## src/rtl/vtm_pkg.sv

```systemverilog
package vtm_pkg;
    localparam int CNT_W = 12;
    typedef logic [CNT_W-1:0] cnt_t;

    // Raw per-period capture of one axis, positions taken from sync rise
    typedef struct packed {
        cnt_t total;
        cnt_t sync_cnt;
        cnt_t first;
        cnt_t last;
        logic seen;
        logic fell;
    } axis_snap_t;

    // Derived timing of one axis
    typedef struct packed {
        cnt_t total;
        cnt_t active;
        cnt_t sync_w;
        cnt_t bp;
        cnt_t fp;
        logic pos_pol;
        logic ok;
    } axis_res_t;

    typedef enum logic [1:0] {
        ST_WAIT    = 2'd0,
        ST_RUN     = 2'd1,
        ST_PUBLISH = 2'd2
    } mstate_t;
endpackage

```

## src/rtl/vtm_sync_edge.sv

```systemverilog
module vtm_sync_edge (
    input  logic clk,
    input  logic rst_n,
    input  logic sync_in,
    output logic rise_o,
    output logic fall_o
);
    logic prev_q;

    always_ff @(posedge clk) begin
        if (!rst_n) prev_q <= 1'b0;
        else        prev_q <= sync_in;
    end

    assign rise_o = sync_in & ~prev_q;
    assign fall_o = ~sync_in & prev_q;
endmodule

```

## src/rtl/vtm_axis_meas.sv

```systemverilog
module vtm_axis_meas
    import vtm_pkg::*;
#(
    parameter bit HOLD_EDGES = 1'b0
) (
    input  logic       clk,
    input  logic       rst_n,
    input  logic       step,
    input  logic       restart,
    input  logic       fall,
    input  logic       act,
    output axis_snap_t snap_o
);
    cnt_t pos_q;
    cnt_t cur;
    cnt_t first_q;
    cnt_t last_q;
    cnt_t sync_q;
    logic seen_q;
    logic fell_q;

    // Position of the current clock, counted from the sync rising edge
    always_comb begin
        if (restart)   cur = '0;
        else if (step) cur = pos_q + cnt_t'(1);
        else           cur = pos_q;
    end

    always_ff @(posedge clk) begin
        if (!rst_n) begin
            pos_q   <= '0;
            first_q <= '0;
            last_q  <= '0;
            sync_q  <= '0;
            seen_q  <= 1'b0;
            fell_q  <= 1'b0;
            snap_o  <= '0;
        end else begin
            pos_q <= cur;
            if (restart) begin
                snap_o.total    <= pos_q + cnt_t'(1);
                snap_o.sync_cnt <= sync_q;
                snap_o.fell     <= fell_q;
                if (!HOLD_EDGES || seen_q) begin
                    snap_o.first <= first_q;
                    snap_o.last  <= last_q;
                end
                snap_o.seen <= HOLD_EDGES ? (snap_o.seen | seen_q) : seen_q;
                seen_q  <= act;
                first_q <= '0;
                last_q  <= '0;
                fell_q  <= 1'b0;
            end else begin
                if (act) begin
                    if (!seen_q) first_q <= cur;
                    last_q <= cur;
                    seen_q <= 1'b1;
                end
                if (fall) begin
                    sync_q <= cur;
                    fell_q <= 1'b1;
                end
            end
        end
    end

    AST_EDGE_ORDER: assert property (@(posedge clk) disable iff (!rst_n)
        (restart && seen_q) |=> (snap_o.first <= snap_o.last));
endmodule

```

## src/rtl/vtm_axis_calc.sv

```systemverilog
module vtm_axis_calc
    import vtm_pkg::*;
(
    input  axis_snap_t snap_i,
    output axis_res_t  res_o
);
    cnt_t active;
    logic neg;

    always_comb begin
        active = snap_i.last - snap_i.first + cnt_t'(1);
        neg    = snap_i.sync_cnt > active;
        res_o.total   = snap_i.total;
        res_o.active  = active;
        res_o.pos_pol = ~neg;
        res_o.ok      = snap_i.seen & snap_i.fell & (snap_i.first <= snap_i.last);
        if (neg) begin
            res_o.sync_w = snap_i.total - snap_i.sync_cnt;
            res_o.bp     = snap_i.first;
            res_o.fp     = snap_i.sync_cnt - snap_i.last;
        end else begin
            res_o.sync_w = snap_i.sync_cnt;
            res_o.bp     = snap_i.first - snap_i.sync_cnt;
            res_o.fp     = snap_i.total - snap_i.last;
        end
    end
endmodule

```

## src/rtl/vtm_top.sv

```systemverilog
module vtm_top
    import vtm_pkg::*;
#(
    parameter int TMO_LINES = 4096
) (
    input  logic             clk,
    input  logic             rst_n,
    input  logic             hsync_in,
    input  logic             vsync_in,
    input  logic             de_in,
    output logic             done_o,
    output logic             valid_o,
    output logic [CNT_W-1:0] h_total_o,
    output logic [CNT_W-1:0] h_active_o,
    output logic [CNT_W-1:0] h_sync_w_o,
    output logic [CNT_W-1:0] h_bp_o,
    output logic [CNT_W-1:0] h_fp_o,
    output logic             h_pos_pol_o,
    output logic [CNT_W-1:0] v_total_o,
    output logic [CNT_W-1:0] v_active_o,
    output logic [CNT_W-1:0] v_sync_w_o,
    output logic [CNT_W-1:0] v_bp_o,
    output logic [CNT_W-1:0] v_fp_o,
    output logic             v_pos_pol_o
);
    localparam int AXES = 2;          // 0 = horizontal, 1 = vertical
    localparam int TW   = $clog2(TMO_LINES + 1);

    logic [AXES-1:0] sync_raw;
    logic [AXES-1:0] rise;
    logic [AXES-1:0] fall;
    logic [AXES-1:0] step;
    axis_snap_t      snap [AXES];
    axis_res_t       res  [AXES];

    assign sync_raw = {vsync_in, hsync_in};
    assign step     = {rise[0], 1'b1};

    for (genvar g = 0; g < AXES; g++) begin : g_axis
        vtm_sync_edge u_edge (
            .clk    (clk),
            .rst_n  (rst_n),
            .sync_in(sync_raw[g]),
            .rise_o (rise[g]),
            .fall_o (fall[g])
        );
        vtm_axis_meas #(.HOLD_EDGES(g == 0)) u_meas (
            .clk    (clk),
            .rst_n  (rst_n),
            .step   (step[g]),
            .restart(rise[g]),
            .fall   (fall[g]),
            .act    (de_in),
            .snap_o (snap[g])
        );
        vtm_axis_calc u_calc (
            .snap_i(snap[g]),
            .res_o (res[g])
        );
    end

    // Lines seen since the last vertical rising edge, saturating at the limit
    logic [TW-1:0] lines_q;
    logic          tmo_hit;
    assign tmo_hit = (lines_q == TW'(TMO_LINES));

    always_ff @(posedge clk) begin
        if (!rst_n)                 lines_q <= '0;
        else if (rise[1])           lines_q <= '0;
        else if (rise[0] && !tmo_hit) lines_q <= lines_q + TW'(1);
    end

    mstate_t state_q, state_d;

    always_ff @(posedge clk) begin
        if (!rst_n) state_q <= ST_WAIT;
        else        state_q <= state_d;
    end

    always_comb begin
        state_d = state_q;
        unique case (state_q)
            ST_WAIT:    if (rise[1]) state_d = ST_RUN;              // arm
            ST_RUN: begin
                if (rise[1])      state_d = ST_PUBLISH;              // close
                else if (tmo_hit) state_d = ST_WAIT;                 // lost
            end
            ST_PUBLISH: state_d = ST_RUN;                            // resume
            default:    state_d = ST_WAIT;
        endcase
    end

    always_ff @(posedge clk) begin
        if (!rst_n) begin
            done_o      <= 1'b0;
            valid_o     <= 1'b0;
            h_total_o   <= '0;
            h_active_o  <= '0;
            h_sync_w_o  <= '0;
            h_bp_o      <= '0;
            h_fp_o      <= '0;
            h_pos_pol_o <= 1'b0;
            v_total_o   <= '0;
            v_active_o  <= '0;
            v_sync_w_o  <= '0;
            v_bp_o      <= '0;
            v_fp_o      <= '0;
            v_pos_pol_o <= 1'b0;
        end else begin
            done_o <= (state_q == ST_PUBLISH);
            if (state_q == ST_PUBLISH) begin
                valid_o     <= res[0].ok & res[1].ok;
                h_total_o   <= res[0].total;
                h_active_o  <= res[0].active;
                h_sync_w_o  <= res[0].sync_w;
                h_bp_o      <= res[0].bp;
                h_fp_o      <= res[0].fp;
                h_pos_pol_o <= res[0].pos_pol;
                v_total_o   <= res[1].total;
                v_active_o  <= res[1].active;
                v_sync_w_o  <= res[1].sync_w;
                v_bp_o      <= res[1].bp;
                v_fp_o      <= res[1].fp;
                v_pos_pol_o <= res[1].pos_pol;
            end else if (state_q == ST_RUN && tmo_hit && !rise[1]) begin
                valid_o <= 1'b0;
            end
        end
    end

    AST_DONE_PULSE: assert property (@(posedge clk) disable iff (!rst_n)
        done_o |=> !done_o);
    AST_HOLD_RESULTS: assert property (@(posedge clk) disable iff (!rst_n)
        !done_o |-> ($stable(h_total_o) && $stable(v_total_o) && $stable(h_bp_o) && $stable(v_fp_o)));
    AST_LINE_SUM: assert property (@(posedge clk) disable iff (!rst_n)
        (done_o && valid_o) |-> (cnt_t'(h_sync_w_o + h_bp_o + h_active_o + h_fp_o) == cnt_t'(h_total_o + cnt_t'(1))));
    AST_FRAME_SUM: assert property (@(posedge clk) disable iff (!rst_n)
        (done_o && valid_o) |-> (cnt_t'(v_sync_w_o + v_bp_o + v_active_o + v_fp_o) == cnt_t'(v_total_o + cnt_t'(1))));
    AST_TMO_CLEAR: assert property (@(posedge clk) disable iff (!rst_n)
        (state_q == ST_RUN && tmo_hit && !rise[1]) |=> !valid_o);
endmodule

```

## config.mk

```make
export PLATFORM = sky130hd
export DESIGN_NAME = vtm_top
export DESIGN_NICKNAME = d
export VERILOG_FILES = /design/src/rtl/vtm_pkg.sv /design/src/rtl/vtm_sync_edge.sv /design/src/rtl/vtm_axis_meas.sv /design/src/rtl/vtm_axis_calc.sv /design/src/rtl/vtm_top.sv
export SDC_FILE = /design/constraint.sdc
export NUM_CORES = 1
export LEC_CHECK = 0
export BUFFER_PORTS_ARGS = -buffer_cell sky130_fd_sc_hd__buf_2
export CORE_MARGIN = 1
export CORE_UTILIZATION = 55
export DETAILED_ROUTE_END_ITERATION = 7
export HOLD_SLACK_MARGIN = 0.1
export PLACE_DENSITY = 0.7
export SYNTH_ARGS = -nofsm -noshare
export SYNTH_HDL_FRONTEND = slang
export SYNTH_SLANG_ARGS = --single-unit
```

## constraint.sdc

```tcl
create_clock -name clk -period 7.2 [get_ports clk]
set_input_delay 0.72 -clock clk [delete_from_list [all_inputs] [get_ports clk]]
set_output_delay 0.72 -clock clk [all_outputs]
set_load 0.005 [all_outputs]
```

==> results of run 1 <==
[report_power, final]
part	internal, mW	total (mW)	switching [mW]
Combinational	0.169	0.436	0.267
Sequential	1.92	1.96	0.0348
Clock	1.18	1.97	0.787
[cell type report]
type	count	area [µm²]
fill	2806	11800
clock inverter	16	213
multi-input combinational	1577	10300
tap	435	544
clock buffer	52	1050
inverter	97	364
sequential	341	6830
timing repair buffer	141	744
[sequential cells by signal, summed over array words and instances, names as in the netlist, 13 cells and up]
name,cells
g_axis.u_meas.last_q,24
lines_q,13
g_axis.u_meas.first_q,24
g_axis.u_meas.pos_q,24
g_axis.u_meas.snap_o,100
g_axis.u_meas.sync_q,24
[through the flow]
stage	instances	hold slack, ns	instance area, µm²	setup slack [ns]	util (%)
after global placement	2591	0.435	18800	0.822	59.0
after global routing	2659	0.441	20000	0.188	63.0
final	2659	0.448	20000	0.588	63.0
after CTS	2659	0.427	20000	0.634	63.0
after detailed placement	2591	0.448	18800	0.643	59.0
after floorplan	2129	0.424	17900	1.08	-
[Yosys cell counts (8+ instances only)]
library cell,instances,area share [%]
xnor2_1,65,3.2
mux2i_1,19,1.1
a21boi_0,84,3.5
o21a_1,17,0.71
and3_1,8,0.28
nor2_1,152,3.2
and2_1,32,1.1
or2_2,8,0.28
nand2b_1,23,0.80
nand2_1,345,7.2
buf_1,9,0.19
o211ai_1,9,0.38
a211oi_1,34,1.4
nor2b_1,29,1.0
inv_1,97,2.0
o211a_1,40,2.2
or3_1,10,0.35
mux2_2,18,1.1
fa_1,10,1.1
o21ai_0,155,4.3
clkbuf_1,95,2.0
xor2_1,43,2.1
nor3_1,14,0.39
dfxtp_1,341,38
buf_2,10,0.28
ha_1,156,11
nand4_1,23,0.80
a21o_1,29,1.2
a21oi_1,131,3.7
nand3_1,40,1.1
[layer usage]
layer	share of wire [%]	wire length (µm)	track usage [%]
met2	41	20200	43.6
met5	0	0	0
met3	7.1	3480	5.15
met4	1.3	618	5.61
met1	51	24800	45.4
[worst max-delay path: cells and delay by family (launching register included)]
kind	cells	cell delay [ns]
adders and majority gates	6	1.85
xor gates and xnor gates	2	0.32
buffers and inverters	3	0.24
AOI/OAI and AO/OA	14	3.17
DFF	1	0.38
and+or+nand+nor	3	0.53
[final timing paths]
| path | startpoint | end | slack (ns) | depth (start not counted) |
|---|---|---|---|---|
| min reg2reg | g_axis[1].u_meas.first_q[5]$_SDFFE_PP0P_ | g_axis[1].u_meas.first_q[5]$_SDFFE_PP0P_ | 0.46 | 2 |
| max | g_axis[0].u_meas.snap_o[3]$_SDFFE_PN0P_ | h_fp_o[10]$_SDFFE_PN0P_ | 0.59 | 28 |
| max reg2reg | g_axis[0].u_meas.snap_o[3]$_SDFFE_PN0P_ | h_fp_o[10]$_SDFFE_PN0P_ | 0.59 | 28 |
| min | hsync_in | g_axis[0].u_edge.prev_q$_SDFF_PN0_ | 0.45 | 2 |
[layout by cell type (no fill, tap or decap), types with 19 or more instances in the layout]
cell type and instances:
buf_2 127, ha_1 156, clkbuf_16 38, a21o_1 29
xor2_1 43, nand2b_1 22, a211oi_1 34, o21ai_0 155
mux2i_1 19, a21boi_0 84, nor2_1 152, xnor2_1 65
o211a_1 40, nand4_1 23, inv_1 97, nand3_1 40
nor2b_1 26, a21oi_1 131, nand2_1 344, dfxtp_1 341
and2_1 32
[cell families (layout without fill, tap and decap cells)]
family,count (synthesis),in the layout
compound gates,555,555
xor+xnor,108,108
fa+ha+maj,167,167
buf+inv,211,306
flops,341,341
mux,37,37
simple gates,710,710
==> impl_metrics.py, run 1 <==
metrics = {
    "yosys": {
        "synth_flop_cell": "dfxtp_1",
        "synth_area_mm2": 0.0179,
        "syn-instance-count": 2129,
        "async_reset_ff_share_pct": 0,
        "synth_edf_count": 0,
        "synth-xor-area-share_pct": 5.28,
        "yosys.area_share.simple_pct": 17.7,
        "synthMuxAreaShare_pct": 2.20,
        "synth_nets": 2300,
        "synth.avg_cell_area_um2": 8.41,
        "synth-seq-area-share_pct": 38.1,
        "synth_seq_cells": 341,
        "synth-compound-area-share_pct": 20.1,
        "synth_top_family_by_area": "compound AO/OA/AOI/OAI gates",
        "yosys_warnings": 0,
        "yosysUniqueCellTypes": 67,
        "synth_adder_area_share_pct": 12.1,
    },
    "outcome": {
        "outcome": "finished clean",
    },
    "clock_tree": {
        "root_buffer": "clkbuf_16",
        "cts_buffer_depth": 3,
        "htreeDepth": 2,
        "cts_setup_buffers": 0,
        "cts_resized": 0,
        "insertion_delay_ns": 0.54,
        "cts_buffers": 38,
        "cts_tree": "built",
        "cts.sinks": 341,
        "cts_hold_buf": 0,
        "path_clk_slew_ns": 0.06,
    },
    "timing": {
        "rsz0062_at_grt": "no",
        "skew_ns": 0.0121,
        "min_period_ns": 6.61,
        "worstMarginPinSlew_ns": 1.09,
        "slew_viol_final": 0,
        "max_slew_margin_pct": 27.2,
        "hold_viol_final": 0,
        "setup-tns-final_ns": 0,
        "clock.fmax_mhz": 151,
        "fin_crit_sh_pct": 91.8,
        "setup_violations": 0,
    },
    "grt": {
        "grt_pass1_vias": 13965,
        "grt_max_degree": 138,
        "grt_usage_pct": 29.8,
        "overflow": 0,
        "grt_pass1_wl_mm": 78.1,
        "antenna_found_initial": 0,
    },
    "routing": {
        "dr.first_iter.drc_count": 1156,
        "drc": 0,
        "dr.pass1.iters": 5,
        "routed_wl_mm": 49.2,
        "ant_nets": 0,
        "vias": 15137,
        "wire_per_inst_um": 18.5,
        "viasPerCell": 5.69,
    },
    "floorplan": {
        "row_count": 65,
        "core_region_area_mm2": 0.0318,
        "initial_core_util_pct": 56.3,
        "die_w_um": 182,
        "ioPinCount": 129,
        "die_area_mm2": 0.0333,
        "dieHeight_um": 182,
    },
    "worst_setup_path": {
        "cp-start-kind": "flop",
        "cp.required_ns": 7.62,
        "arrival_ns": 7.04,
        "crit_type": "reg2reg",
        "crit_top_cell": "ha_1",
        "cp_slowest_cell": "fa_1",
        "critPathMaxFanout": 19,
        "max_stage_delay_ns": 0.42,
        "endpoint_kind": "flop",
    },
    "layout": {
        "finalNetCount": 2367,
        "diodes": 0,
        "layout-drive-gt1-share_pct": 10.9,
        "area_growth_pct": 12.0,
    },
    "pwr": {
        "p_leak_nw": 8.45,
        "p_total_mw": 4.36,
        "peakVddDrop_uv": 192,
        "cellPowerDensity_mw_per_mm2": 217,
    },
    "placed_design": {
        "port_buffers": 128,
        "place_congestion": 0.957,
        "dpl.hpwl_mm": 35.7,
    },
    "flow_run": {
        "cap_violations": 0,
    },
    "hold_path": {
        "hp-class": "in2reg",
    },
}
(Power assumes the default switching activity.)
==> run 2: changes to the inputs <==
clock period = 7.24 ns   (was 7.2 ns; I/O delays follow)
==> run 2 against run 1 <==
Net effect: die area stayed put; core utilization is 0.12 points higher; critical endpoint unchanged; largest power group unchanged; design area is 0.19% higher; first-iteration DRC count is 12% higher; combinational power hardly changed; final cell count stayed put; clock skew is 0.0032 ns higher; register-to-register slack better by 0.08 ns; non-clock buffer count stayed put; fmax is 0.62% higher; sequential cell count stayed put.
==> impl_metrics.py, run 2 (synthesis gave the netlist of run 1 again) <==
metrics = {
    "clock_tree": {
        "root_buffer": "clkbuf_16",
        "cts_setup_buffers": 0,
        "htreeDepth": 2,
        "cts_hold_buf": 0,
        "cts_tree": "built",
        "insertion_delay_ns": 0.56,
        "cts_buffers": 38,
        "cts_resized": 0,
        "cts.sinks": 341,
        "path_clk_slew_ns": 0.06,
        "cts_buffer_depth": 3,
    },
    "timing": {
        "setup-tns-final_ns": 0,
        "hold_viol_final": 0,
        "worstMarginPinSlew_ns": 1.09,
        "skew_ns": 0.0153,
        "fin_crit_sh_pct": 90.8,
        "slew_viol_final": 0,
        "rsz0062_at_grt": "no",
        "max_slew_margin_pct": 27.0,
        "holdWs_ns": 0.426,
        "min_period_ns": 6.57,
        "clock.fmax_mhz": 152,
        "setup_violations": 0,
    },
    "layout": {
        "layout_commonest_cell": "nand2_1",
        "fin_area_mm2": 0.0201,
        "area_growth_pct": 12.2,
        "layout-drive-gt1-share_pct": 11.2,
        "finalNetCount": 2367,
        "ff_latch_area_mm2": 0.00683,
        "fin_cells": 2659,
        "final_cell_mix": "nand2_1 (344), dfxtp_1 (341), ha_1 (156), o21ai_0 (155), nor2_1 (152)",
        "diodes": 0,
        "multi_input_area_mm2": 0.0103,
        "largest_reg_flops": 100,
        "nFillCells": 2836,
        "regMostFlops": "g_axis.u_meas.snap_o",
    },
    "floorplan": {
        "row_count": 65,
        "initial_core_util_pct": 56.3,
        "die_w_um": 182,
        "ioPinCount": 129,
        "dieHeight_um": 182,
        "die_area_mm2": 0.0333,
        "core_region_area_mm2": 0.0318,
    },
    "grt": {
        "grt_usage_pct": 29.8,
        "antenna_found_initial": 0,
        "grt_pass1_vias": 13805,
        "grt_pass1_wl_mm": 77.7,
        "overflow": 0,
        "grt_max_degree": 138,
    },
    "worst_setup_path": {
        "crit_top_cell": "ha_1",
        "endpoint_kind": "flop",
        "crit_start": "g_axis[0].u_meas.snap_o[3]$_SDFFE_PN0P_",
        "critPathMaxFanout": 19,
        "arrival_ns": 7.02,
        "cp_slowest_cell": "fa_1",
        "crit_type": "reg2reg",
        "max_stage_delay_ns": 0.42,
        "cp.required_ns": 7.69,
        "r2r-start": "g_axis[0].u_meas.snap_o[3]$_SDFFE_PN0P_",
        "cp-start-kind": "flop",
    },
    "placed_design": {
        "placed_area_mm2": 0.0188,
        "port_buffers": 128,
        "place_congestion": 0.957,
        "dp_cells": 2591,
        "dpl.hpwl_mm": 35.7,
    },
    "flow_run": {
        "cap_violations": 0,
    },
    "routing": {
        "vias": 15167,
        "ant_nets": 0,
        "drc": 0,
        "routed_wl_mm": 49.2,
        "dr.pass1.iters": 5,
        "viasPerCell": 5.70,
        "dr.first_iter.drc_count": 1298,
        "wire_per_inst_um": 18.5,
    },
    "hold_path": {
        "min_from": "hsync_in",
        "hp-class": "in2reg",
    },
    "pwr": {
        "p_total_mw": 4.38,
        "peakVddDrop_uv": 177,
        "cellPowerDensity_mw_per_mm2": 218,
        "p_leak_nw": 8.47,
    },
    "outcome": {
        "outcome": "finished clean",
    },
}
-- run 2: layout make-up --
type,instances,share of cell area (%)
Clock buffer,49,5.29
Clock inverter,19,1.20
Inverter,97,1.81
Multi-Input combinational cell,1577,51.3
Sequential cell,341,34.0
Tap cell,435,2.71
Timing Repair Buffer,141,3.71
-- run 2: through the flow --
| stage | util [%] | worst slack [ns] |
|---|---|---|
| final | 63.1 | 0.669 |
| after global routing | 63.1 | 0.262 |
| after CTS | 63.1 | 0.677 |
| after detailed placement | 59.0 | 0.694 |
| after global placement | 59.0 | 0.862 |
| after floorplan | - | 1.12 |
-- run 2: metal layers --
metal	vias up	GRT usage [%]	wire length [µm]
li1	7453	-	-
met1	7147	45.8	24500
met2	503	43.2	20300
met3	64	4.65	3620
met4	0	6.45	807
met5	-	0	0
-- run 2: worst paths after layout --
path,cells after the start,endpoint,slack [ns]
max,28,h_fp_o[10]$_SDFFE_PN0P_,0.67
min,2,g_axis[0].u_edge.prev_q$_SDFF_PN0_,0.43
max reg2reg,28,h_fp_o[10]$_SDFFE_PN0P_,0.67
min reg2reg,2,g_axis[1].u_meas.first_q[8]$_SDFFE_PP0P_,0.46
-- run 2: power breakdown --
group          switching (mW)  internal (mW)
sequential             0.0339           1.91
combinational           0.266          0.168
clock                   0.807           1.19
total                    1.11           3.27
-- run 2: critical path: cells and delay by family, from the launching register on --
family / cells / cell delay, ns
AOI/OAI and AO/OA: 14 / 3.15
adders and majority gates: 6 / 1.85
buffers and inverters: 3 / 0.24
and+or+nand+nor: 3 / 0.53
DFF: 1 / 0.38
xor gates and xnor gates: 2 / 0.31
==> run 3: changes to the inputs <==
PLACE_DENSITY = 0.73   (was 0.7)
clock period = 5.59 ns   (was 7.24 ns; I/O delays follow)
==> run 3 against run 2 <==
Net effect: the run now ends with negative setup slack left; clock skew rose by 0.0064 ns; power rose by 31%; combinational power up 58%; design area increased by 5.3%; sequential share of layout area fell by 1.7 points; register-to-register slack worse by 0.80 ns; largest power group unchanged; highest routed layer unchanged.
==> impl_metrics.py, run 3 (synthesis gave the netlist of run 1 again) <==
metrics = {
    "clock_tree": {
        "cts_tree": "built",
        "cts_buffers": 38,
        "insertion_delay_ns": 0.54,
        "cts.sinks": 341,
        "root_buffer": "clkbuf_16",
        "path_clk_slew_ns": 0.06,
        "cts_buffer_depth": 3,
        "htreeDepth": 2,
    },
    "routing": {
        "dr.first_iter.drc_count": 1305,
        "wire_per_inst_um": 18.4,
        "ant_nets": 0,
        "dr.pass1.iters": 5,
        "vias": 15708,
        "viasPerCell": 5.70,
        "drc": 0,
        "routed_wl_mm": 50.7,
    },
    "layout": {
        "finalNetCount": 2466,
        "area_growth_pct": 18.2,
        "final_cell_mix": "nand2_1 (343), dfxtp_1 (338), nor2_1 (151), ha_1 (142), o21ai_0 (137)",
        "finish.utilization_pct": 66.5,
        "layout-drive-gt1-share_pct": 17.1,
        "diodes": 0,
        "largest_reg_flops": 100,
        "regMostFlops": "g_axis.u_meas.snap_o",
        "layout_commonest_cell": "nand2_1",
    },
    "timing": {
        "min_period_ns": 5.72,
        "setup_violations": 10,
        "fin_ws_ns": -0.131,
        "slew_viol_final": 0,
        "skew_ns": 0.0217,
        "max_slew_margin_pct": 19.7,
        "clock.fmax_mhz": 175,
        "worstMarginPinSlew_ns": 1.20,
        "fin_crit_sh_pct": 102,
        "rsz0062_at_grt": "yes",
        "holdWs_ns": 0.301,
        "hold_viol_final": 0,
    },
    "worst_setup_path": {
        "cp-start-kind": "flop",
        "cp.required_ns": 6.04,
        "reg2reg_slack_ns": -0.13,
        "max_stage_delay_ns": 0.35,
        "crit_type": "reg2reg",
        "arrival_ns": 6.17,
        "critPathMaxFanout": 8,
        "cp_slowest_cell": "fa_2",
        "endpoint_kind": "flop",
    },
    "grt": {
        "grt_pass1_vias": 14511,
        "antenna_found_initial": 0,
        "grt_max_degree": 104,
        "grt_pass1_wl_mm": 79.5,
        "overflow": 0,
        "grt_usage_pct": 30.4,
    },
    "pwr": {
        "p_leak_nw": 8.97,
        "cellPowerDensity_mw_per_mm2": 271,
        "peakVddDrop_uv": 191,
    },
    "floorplan": {
        "core_region_area_mm2": 0.0318,
        "die_area_mm2": 0.0333,
        "ioPinCount": 129,
        "dieHeight_um": 182,
        "row_count": 65,
        "initial_core_util_pct": 56.3,
        "die_w_um": 182,
    },
    "placed_design": {
        "place_congestion": 0.918,
        "dp_slack_ns": -0.157,
        "dpl.hpwl_mm": 37.2,
        "port_buffers": 128,
    },
    "flow_run": {
        "cap_violations": 0,
    },
    "outcome": {
        "outcome": "finished, violations left",
        "violations": "negative setup slack",
    },
    "hold_path": {
        "hp-class": "in2reg",
    },
}
run 3: cell count changes in the layout (fill, tap and decap cells not counted), sizes merged:
cell	change
clkinvlp	-1
o41a	+1
bufinv	-1
buf	+98
clkbuf	+9
clkinv	-7
inv	-2
run 3: path summary, 6_finish.rpt:
| check | from | to | depth (start not counted) |
|---|---|---|---|
| hold / removal | hsync_in | g_axis[0].u_edge.prev_q$_SDFF_PN0_ | 2 |
| setup / recovery | g_axis[0].u_meas.snap_o[3]$_SDFFE_PN0P_ | h_fp_o[7]$_SDFFE_PN0P_ | 31 |
| hold reg to reg | v_active_o[9]$_SDFFE_PN0P_ | v_active_o[9]$_SDFFE_PN0P_ | 2 |
| setup reg to reg | g_axis[0].u_meas.snap_o[3]$_SDFFE_PN0P_ | h_fp_o[7]$_SDFFE_PN0P_ | 31 |
run 3: metal layers:
layer | GRT usage (%) | up-vias | share of wire (%)
met2 | 44.2 | 534 | 42
met1 | 46.3 | 7482 | 49
met5 | 0 | - | 0
li1 | - | 7639 | -
met4 | 6.99 | 0 | 1.4
met3 | 5.37 | 53 | 8.1
run 3: what timing repair did:
item	in CTS	in global routing
hold buffers	0	0
setup endpoints to repair	13	16
pin swaps	12	56
cloned	1	0
gates resized for setup	16	53
buffers inserted	8	15
run 3: layout make-up:
class                   count  area (µm²)
clock buffers              58        1120
clock inverters             8         148
fillers                  2629       10600
inverters                  97         364
multi-input cells        1578       10600
flip-flops and latches    341        6830
well taps                 435         544
repair buffers            239        1500
run 3: worst max-delay path: cells and delay by family, from the launching register on:
| family | cells | cell delay (ns) |
|---|---|---|
| xor gates and xnor gates | 2 | 0.32 |
| and+or+nand+nor | 6 | 0.69 |
| AOI/OAI and AO/OA | 12 | 2.42 |
| buffers and inverters | 6 | 0.61 |
| adders and majority gates | 5 | 1.23 |
| DFF | 1 | 0.33 |
run 3: power breakdown:
group / switching, mW / total [mW] / internal [mW]
Clock: 1.01 / 2.53 / 1.52
Combinational: 0.385 / 0.685 / 0.300
Sequential: 0.0450 / 2.52 / 2.48
run 3: through the flow:
step / instances / area, µm² / total power, mW / setup TNS (ns)
after floorplan: 2129 / 18000 / 2.99 / 0
after global placement: 2668 / 19400 / 3.16 / -0.135
after detailed placement: 2668 / 19400 / 3.18 / -0.809
after CTS: 2743 / 20800 / 5.70 / 0
after global routing: 2756 / 21200 / 5.95 / -3.72
final: 2756 / 21200 / 5.73 / -0.645
